--- src/rtl/i2c_mon_pkg.sv ---
package i2c_mon_pkg;
  typedef enum logic {
    STG_ADDR = 1'b0,
    STG_DATA = 1'b1
  } arb_stage_e;

  localparam int unsigned LINE_SCL = 0;
  localparam int unsigned LINE_SDA = 1;
endpackage

--- src/rtl/i2c_line_sync.sv ---
module i2c_line_sync #(
  parameter int unsigned STAGES = 2,
  parameter int unsigned LINES  = 2
) (
  input  logic             clk_i,
  input  logic             rst_ni,
  input  logic [LINES-1:0] raw_i,
  output logic [LINES-1:0] sync_o
);
  for (genvar l = 0; l < LINES; l++) begin : g_line
    logic [STAGES-1:0] ff_q;
    always_ff @(posedge clk_i or negedge rst_ni) begin
      if (!rst_ni) ff_q <= '1;  // idle bus is high
      else         ff_q <= {ff_q[STAGES-2:0], raw_i[l]};
    end
    assign sync_o[l] = ff_q[STAGES-1];
  end
endmodule

--- src/rtl/i2c_cond_detect.sv ---
module i2c_cond_detect (
  input  logic clk_i,
  input  logic rst_ni,
  input  logic en_i,
  input  logic scl_i,
  input  logic sda_i,
  output logic start_o,
  output logic stop_o,
  output logic scl_rise_o
);
  logic scl_q, sda_q;

  always_ff @(posedge clk_i or negedge rst_ni) begin
    if (!rst_ni) begin
      scl_q <= 1'b1;
      sda_q <= 1'b1;
    end else begin
      scl_q <= scl_i;
      sda_q <= sda_i;
    end
  end

  logic scl_hi;
  assign scl_hi     = scl_i & scl_q;
  assign start_o    = en_i & scl_hi & sda_q & ~sda_i;
  assign stop_o     = en_i & scl_hi & ~sda_q & sda_i;
  assign scl_rise_o = en_i & scl_i & ~scl_q;


  scl_low_no_cond_chk: assert property (@(posedge clk_i) disable iff (!rst_ni)
    !scl_i |-> !(start_o || stop_o));
endmodule

--- src/rtl/i2c_bus_status.sv ---
module i2c_bus_status (
  input  logic clk_i,
  input  logic rst_ni,
  input  logic en_i,
  input  logic start_det_i,
  input  logic stop_det_i,
  input  logic byte_done_i,
  input  logic irq_clr_i,
  output logic s_o,
  output logic p_o,
  output logic data_stage_o,
  output logic irq_flag_o
);
  logic s_q, p_q, data_q, irq_q;
  logic irq_set;

  assign irq_set = start_det_i | stop_det_i | (en_i & byte_done_i);

  always_ff @(posedge clk_i or negedge rst_ni) begin
    if (!rst_ni) begin
      s_q    <= 1'b0;
      p_q    <= 1'b0;
      data_q <= 1'b0;
      irq_q  <= 1'b0;
    end else begin
      if (!en_i) begin
        s_q    <= 1'b0;
        p_q    <= 1'b0;
        data_q <= 1'b0;
      end else if (start_det_i) begin
        s_q    <= 1'b1;
        p_q    <= 1'b0;
        data_q <= 1'b0;
      end else if (stop_det_i) begin
        s_q    <= 1'b0;
        p_q    <= 1'b1;
        data_q <= 1'b0;
      end else if (byte_done_i && s_q) begin
        data_q <= 1'b1;
      end
      if (irq_set)        irq_q <= 1'b1;
      else if (irq_clr_i) irq_q <= 1'b0;
    end
  end

  assign s_o          = s_q;
  assign p_o          = p_q;
  assign data_stage_o = data_q;
  assign irq_flag_o   = irq_q;


  disable_clears_chk: assert property (@(posedge clk_i) disable iff (!rst_ni)
    !en_i |=> (!s_q && !p_q));

  start_sets_s_chk: assert property (@(posedge clk_i) disable iff (!rst_ni)
    start_det_i |=> (s_q && !p_q && !data_q));

  stop_sets_p_chk: assert property (@(posedge clk_i) disable iff (!rst_ni)
    (stop_det_i && !start_det_i) |=> (p_q && !s_q));

  sp_exclusive_chk: assert property (@(posedge clk_i) disable iff (!rst_ni)
    $onehot0({s_q, p_q}));

  irq_event_chk: assert property (@(posedge clk_i) disable iff (!rst_ni)
    (start_det_i || stop_det_i) |=> irq_q);
endmodule

--- src/rtl/i2c_arb_check.sv ---
module i2c_arb_check
  import i2c_mon_pkg::*;
(
  input  logic       clk_i,
  input  logic       rst_ni,
  input  logic       en_i,
  input  logic       busy_i,
  input  logic       scl_rise_i,
  input  logic       sda_i,
  input  logic       sda_drv_i,
  input  logic       stop_det_i,
  input  logic       data_stage_i,
  output logic       lost_o,
  output arb_stage_e stage_o
);
  logic       lost_q;
  arb_stage_e stage_q;
  logic       mismatch;

  // only checked while releasing SDA, i.e. expecting high
  assign mismatch = scl_rise_i & busy_i & ~sda_drv_i & ~sda_i;

  always_ff @(posedge clk_i or negedge rst_ni) begin
    if (!rst_ni) begin
      lost_q  <= 1'b0;
      stage_q <= STG_ADDR;
    end else if (!en_i || stop_det_i) begin
      lost_q  <= 1'b0;
    end else if (mismatch && !lost_q) begin
      lost_q  <= 1'b1;
      stage_q <= data_stage_i ? STG_DATA : STG_ADDR;
    end
  end

  assign lost_o  = lost_q;
  assign stage_o = stage_q;


  driving_low_no_loss_chk: assert property (@(posedge clk_i) disable iff (!rst_ni)
    (!lost_q && sda_drv_i) |=> !lost_q);

  stop_clears_loss_chk: assert property (@(posedge clk_i) disable iff (!rst_ni)
    stop_det_i |=> !lost_q);
endmodule

--- src/rtl/i2c_bus_monitor.sv ---
module i2c_bus_monitor
  import i2c_mon_pkg::*;
#(
  parameter int unsigned SYNC_STAGES = 2
) (
  input  logic clk_i,
  input  logic rst_ni,
  input  logic en_i,
  input  logic scl_i,
  input  logic sda_i,
  input  logic scl_drv_i,
  input  logic sda_drv_i,
  input  logic byte_done_i,
  input  logic irq_en_i,
  input  logic irq_clr_i,
  output logic start_o,
  output logic stop_o,
  output logic bus_free_o,
  output logic irq_flag_o,
  output logic irq_o,
  output logic arb_lost_o,
  output logic arb_stage_o,
  output logic scl_oe_o,
  output logic sda_oe_o
);
  localparam int unsigned NLINES = 2;

  logic [NLINES-1:0] raw, synced;
  logic start_det, stop_det, scl_rise;
  logic s, p, data_stage, lost;
  arb_stage_e stage;

  assign raw[LINE_SCL] = scl_i;
  assign raw[LINE_SDA] = sda_i;

  i2c_line_sync #(.STAGES(SYNC_STAGES), .LINES(NLINES)) i_sync (
    .clk_i, .rst_ni, .raw_i(raw), .sync_o(synced)
  );

  i2c_cond_detect i_det (
    .clk_i, .rst_ni, .en_i,
    .scl_i(synced[LINE_SCL]), .sda_i(synced[LINE_SDA]),
    .start_o(start_det), .stop_o(stop_det), .scl_rise_o(scl_rise)
  );

  i2c_bus_status i_stat (
    .clk_i, .rst_ni, .en_i,
    .start_det_i(start_det), .stop_det_i(stop_det),
    .byte_done_i, .irq_clr_i,
    .s_o(s), .p_o(p), .data_stage_o(data_stage), .irq_flag_o
  );

  i2c_arb_check i_arb (
    .clk_i, .rst_ni, .en_i,
    .busy_i(s), .scl_rise_i(scl_rise), .sda_i(synced[LINE_SDA]),
    .sda_drv_i, .stop_det_i(stop_det), .data_stage_i(data_stage),
    .lost_o(lost), .stage_o(stage)
  );

  assign start_o     = s;
  assign stop_o      = p;
  assign bus_free_o  = p | (~s & ~p);
  assign irq_o       = irq_flag_o & irq_en_i;
  assign arb_lost_o  = lost;
  assign arb_stage_o = (stage == STG_DATA);
  assign scl_oe_o    = scl_drv_i & en_i & ~lost;
  assign sda_oe_o    = sda_drv_i & en_i & ~lost;


  release_on_loss_chk: assert property (@(posedge clk_i) disable iff (!rst_ni)
    arb_lost_o |-> (!scl_oe_o && !sda_oe_o));

  open_drain_chk: assert property (@(posedge clk_i) disable iff (!rst_ni)
    (!scl_oe_o || scl_drv_i) && (!sda_oe_o || sda_drv_i));

  busy_not_free_chk: assert property (@(posedge clk_i) disable iff (!rst_ni)
    start_o |-> !bus_free_o);
endmodule

--- config.mk ---
export PLATFORM = sky130hd
export DESIGN_NAME = i2c_bus_monitor
export DESIGN_NICKNAME = d
export VERILOG_FILES = /design/src/rtl/i2c_mon_pkg.sv /design/src/rtl/i2c_line_sync.sv /design/src/rtl/i2c_cond_detect.sv /design/src/rtl/i2c_bus_status.sv /design/src/rtl/i2c_arb_check.sv /design/src/rtl/i2c_bus_monitor.sv
export SDC_FILE = /design/constraint.sdc
export NUM_CORES = 1
export LEC_CHECK = 0
export ABC_AREA = 1
export BUFFER_PORTS_ARGS = -buffer_cell sky130_fd_sc_hd__buf_4
export CAP_MARGIN = 25
export CORE_AREA = 3 3 40 42
export CTS_CLUSTER_SIZE = 20
export DETAILED_ROUTE_END_ITERATION = 7
export DIE_AREA = 0 0 43 45
export PLACE_DENSITY = 0.66
export SLEW_MARGIN = 40
export SYNTH_ARGS = -nofsm -noshare
export SYNTH_HDL_FRONTEND = slang
export SYNTH_SLANG_ARGS = --single-unit
--- constraint.sdc ---
create_clock -name clk_i -period 1.11 [get_ports clk_i]
set_input_delay 0.111 -clock clk_i [delete_from_list [all_inputs] [get_ports clk_i]]
set_output_delay 0.111 -clock clk_i [all_outputs]
set_load 0.005 [all_outputs]
==> results.txt <==
----------------------------------------------------
[Route]
  Number of detailed-route iterations in the first pass ... 2
  Per-cell via count in the routed design ... 4.44
  Per-cell routed wire length ... slightly below 10 um
  Drt drc ... 0
  Detailed router's first-iteration violation count ... 3
  Final wirelength ... 871 um
  Remaining antenna violation count after routing ... 0
  Vias after detailed routing ... 400

[Global route]
  Aggregate global-route resource usage ... 10.0%
  Via count of the first global-routing pass ... 389
  Antenna violations before repair ... 0
  Overflow left after global routing ... 0
  Wire length of the first global-routing pass ... 1450 um
  Maximum number of pins on one net before global-route repair ... 13

[Synth]
  Area share of and/or/nand/nor cells after synthesis ... 19.6%
  Sequential area share after synthesis ... 65.3%
  Most common library cells after synthesis ... sky130_fd_sc_hd__nand2_1, sky130_fd_sc_hd__inv_1, sky130_fd_sc_hd__dfrtp_1, sky130_fd_sc_hd__dfstp_2
  Post-synthesis area per instance ... 9.43 um2
  Post-synth top area cell ... sky130_fd_sc_hd__dfstp_2
  Top-count cell post-synth ... sky130_fd_sc_hd__nand2_1
  FF+latch count, synth ... 12
  Async SR Flop Fraction ... 100%
  Synth Net Count ... 60
  Area of the mapped netlist ... 472 um2
  Number of different library cells in the post-synthesis netlist ... 12
  Combinational family with the most area after synthesis ... simple AND/OR/NAND/NOR gates
  Post-synthesis share of cell area spent on xor and xnor gates ... 0%
  Post-Syn Instances ... 50
  Fraction of the mapped netlist area in adder cells ... 0%
  Prevailing post-synth register cell ... sky130_fd_sc_hd__dfstp_2
  Yosys warns ... 0
  Ranking of synthesized cells by area ... sky130_fd_sc_hd__dfstp_2, sky130_fd_sc_hd__dfrtp_1, sky130_fd_sc_hd__nand2_1
  Number of enable-type register cells in the synthesized netlist ... 0
  Multiplexer fraction of the synthesized cell area ... 0%
  Fraction of post-synthesis cell area in the top cell type by area ... 33.4%
  Share of the synthesized area in compound gates (AO/OA/AOI/OAI) ... 7.96%

[Pwr]
  Leakage Power ... 0.346 nW
  PwrDens ... ~1200 mW/mm2
  Part of the power in registers ... a little under three fifths
  Combinational Power Share ... 11.7%
  Worst-case vdd ir drop ... 0.000746 V
  Internal Power ... roughly 0.66 mW
  Overall power after layout ... 0.836 mW
  Relative contribution of the clock network to total power ... 31.2%
  Net switching power ... 0.176 mW
  Switching Fraction ... 21.1%

[Critical path]
  CP cell instances ... nand2_1 > nor2_2 > nand3_2 > nand2_1 > nand2_1
  Critical path startpoint category ... flip-flop
  Top cell family by delay on the critical path ... flip-flops
  Highest net fanout along the worst path ... 4
  CP required ... 1.27 ns
  Crit path arrival time ... 1.19 ns
  Worst path slowest cell ... sky130_fd_sc_hd__dfstp_2
  Stage delay of the slowest cell on the critical path ... roughly 0.55 ns
  Worst Setup End Kind ... flip-flop
  Worst setup path category ... reg -> reg
  Number of buffers and inverters on the critical path ... 0
  Most prevalent standard cell on the critical path ... sky130_fd_sc_hd__nand2_1
  Worst reg2reg setup slack ... 0.07 ns

[Clock tree]
  Number of buffers inserted during clock tree synthesis ... 3
  Setup bufs post-CTS ... 0
  Clk Latency, worst-skew pair ... 0.26 ns
  Longest Clk Path Bufs ... 2
  Total clock sinks ... 12
  Cell at the root of the clock tree ... sky130_fd_sc_hd__clkbuf_4
  Max H-tree Level ... 1
  Clock-pin slew on the worst setup and hold paths ... 0.07 ns
  TritonCTS clock tree ... built

[Placed design]
  Global placement routability congestion ... slightly above 0.7
  Placed instance count ... a little over 80
  Hpwl dp ... between 600 and 700 um
  PortBufs ... 18
  Placed cell area ... 626 um2
  Setup slack at placement ... ~0.017 ns

[Timing]
  Final number of hold-violating endpoints ... 0
  Worst hold-check slack ... 0.106 ns
  Total Neg Setup Slack ... 0 ns
  Post-route clock period utilization ... 93.3%
  Endpoints failing setup ... 0
  Final worst slack ... 0.0741 ns
  Number of pins exceeding their max-slew limit in the final report ... 0
  Clk_skew ... between 0.01 and 0.015 ns
  Max transition margin ... just under 90%
  Slew @ Worst Pin ... 0.196 ns
  Setup repair after global routing missed its margin ... no
  Achievable Freq ... about 970 MHz
  Time the worst path needs with I/O delays and setup ... just over 1 ns

[Cells and area]
  Final cell area excluding filler cells ... approximately 690 um2
  Growth of design area from synthesis to finish ... 46.2%
  Count of non-filler cells in the finished layout ... 90
  Final net count ... 86
  Fraction of final layout cells sized beyond drive strength 1 ... 38.7%
  Number of antenna repair diodes ... 0
  Final Util ... 53.7%

[Floorplanning]
  Floorplan die area ... 0.00194 mm2
  Die extent in x ... ~43 um
  Starting utilization of the core area ... a little under two fifths
  Rows ... 13
  Core region area ... 0.00128 mm2
  Top-Level Pins ... 19
  Die height ... 45 um

[Hold path]
  Classification of the worst-slack hold path ... in -> reg

[Flow run]
  Maxcap violations ... 0

[Outcome]
  Run status ... complete, no violations

----------------------------------------------------
==> flip-flops by register name, summed over array words and instances, names as in the netlist <==
signal and count:
i_sync.g_line.ff_q 4, i_arb.stage_o 1, i_stat.irq_flag_o 1, i_det.sda_q 1, i_arb.lost_o 1, i_det.scl_q 1
i_stat.s_o 1, i_stat.data_stage_o 1, i_stat.p_o 1
==> cell type report <==
cell class	count	area, um2
Inverter	9	33.8
Timing Repair Buffer	21	165
Tap cell	15	18.8
Sequential cell	12	308
Clock buffer	4	26.3
Fill cell	124	596
Multi-Input combinational cell	29	138
==> per-layer routing <==
metal	global-route usage [%]	part of all wire (%)	vias up
li1	-	-	207
met1	11.9	49	175
met2	16.8	40	18
met3	3.59	11	0
met4	3.61	0	0
met5	0	0	-
==> worst paths after layout <==
check                                         start                  endpoint  cells past startpoint
min in group asynchronous                    rst_ni         i_stat.irq_flag_o                      2
max in group asynchronous                    rst_ni  i_sync.g_line[1].ff_q[0]                      2
min reg2reg                i_sync.g_line[1].ff_q[0]  i_sync.g_line[1].ff_q[1]                      0
min                                     byte_done_i         i_stat.irq_flag_o                      3
max reg2reg                i_sync.g_line[0].ff_q[1]             i_arb.stage_o                      5
max                        i_sync.g_line[0].ff_q[1]             i_arb.stage_o                      5
==> worst reg2reg max path, stage by stage (launching register included) <==
cell and delay, ns:
sky130_fd_sc_hd__dfstp_2 0.55, sky130_fd_sc_hd__nand2_1 0.07, sky130_fd_sc_hd__nor2_2 0.13, sky130_fd_sc_hd__nand3_2 0.09, sky130_fd_sc_hd__nand2_1 0.06, sky130_fd_sc_hd__nand2_1 0.04
==> logic make-up (layout without fill, tap and decap cells) <==
logic type	after synthesis	in the layout
AND/OR/NAND/NOR	22	22
flip-flops	12	12
buffers and inverters	9	34
AO/OA/AOI/OAI	7	7
==> layout by cell type, fill, tap and decap left out, types with 2 or more instances in the layout <==
cell type / synthesis / routed
sky130_fd_sc_hd__buf_4: 0 / 18
sky130_fd_sc_hd__clkbuf_4: 0 / 3
sky130_fd_sc_hd__dfrtp_1: 6 / 6
sky130_fd_sc_hd__dfstp_2: 6 / 6
sky130_fd_sc_hd__dlygate4sd3_1: 0 / 3
sky130_fd_sc_hd__inv_1: 9 / 9
sky130_fd_sc_hd__nand2_1: 11 / 11
sky130_fd_sc_hd__nand3_1: 3 / 2
sky130_fd_sc_hd__nor2_1: 5 / 4
sky130_fd_sc_hd__o21ai_0: 5 / 4
==> power groups by stage <==
stage | Sequential [mW] | Combinational [mW] | Clock, mW
4_1_cts | 0.477 | 0.0981 | 0.278
3_3_place_gp | 0.484 | 0.0882 | 0
5_1_grt | 0.480 | 0.109 | 0.306
3_5_place_dp | 0.485 | 0.0894 | 0
2_1_floorplan | 0.484 | 0.0262 | 0
6_report | 0.477 | 0.0976 | 0.261
==> repair_timing <==
| item | 4_1_cts | 5_1_grt |
|---|---|---|
| resized for setup | 0 | 3 |
| hold endpoints to repair | 14 | 0 |
| endpoints found under the setup margin | 0 | 4 |
| hold buffers | 3 | 0 |
Power figures use the tool's default switching activity.
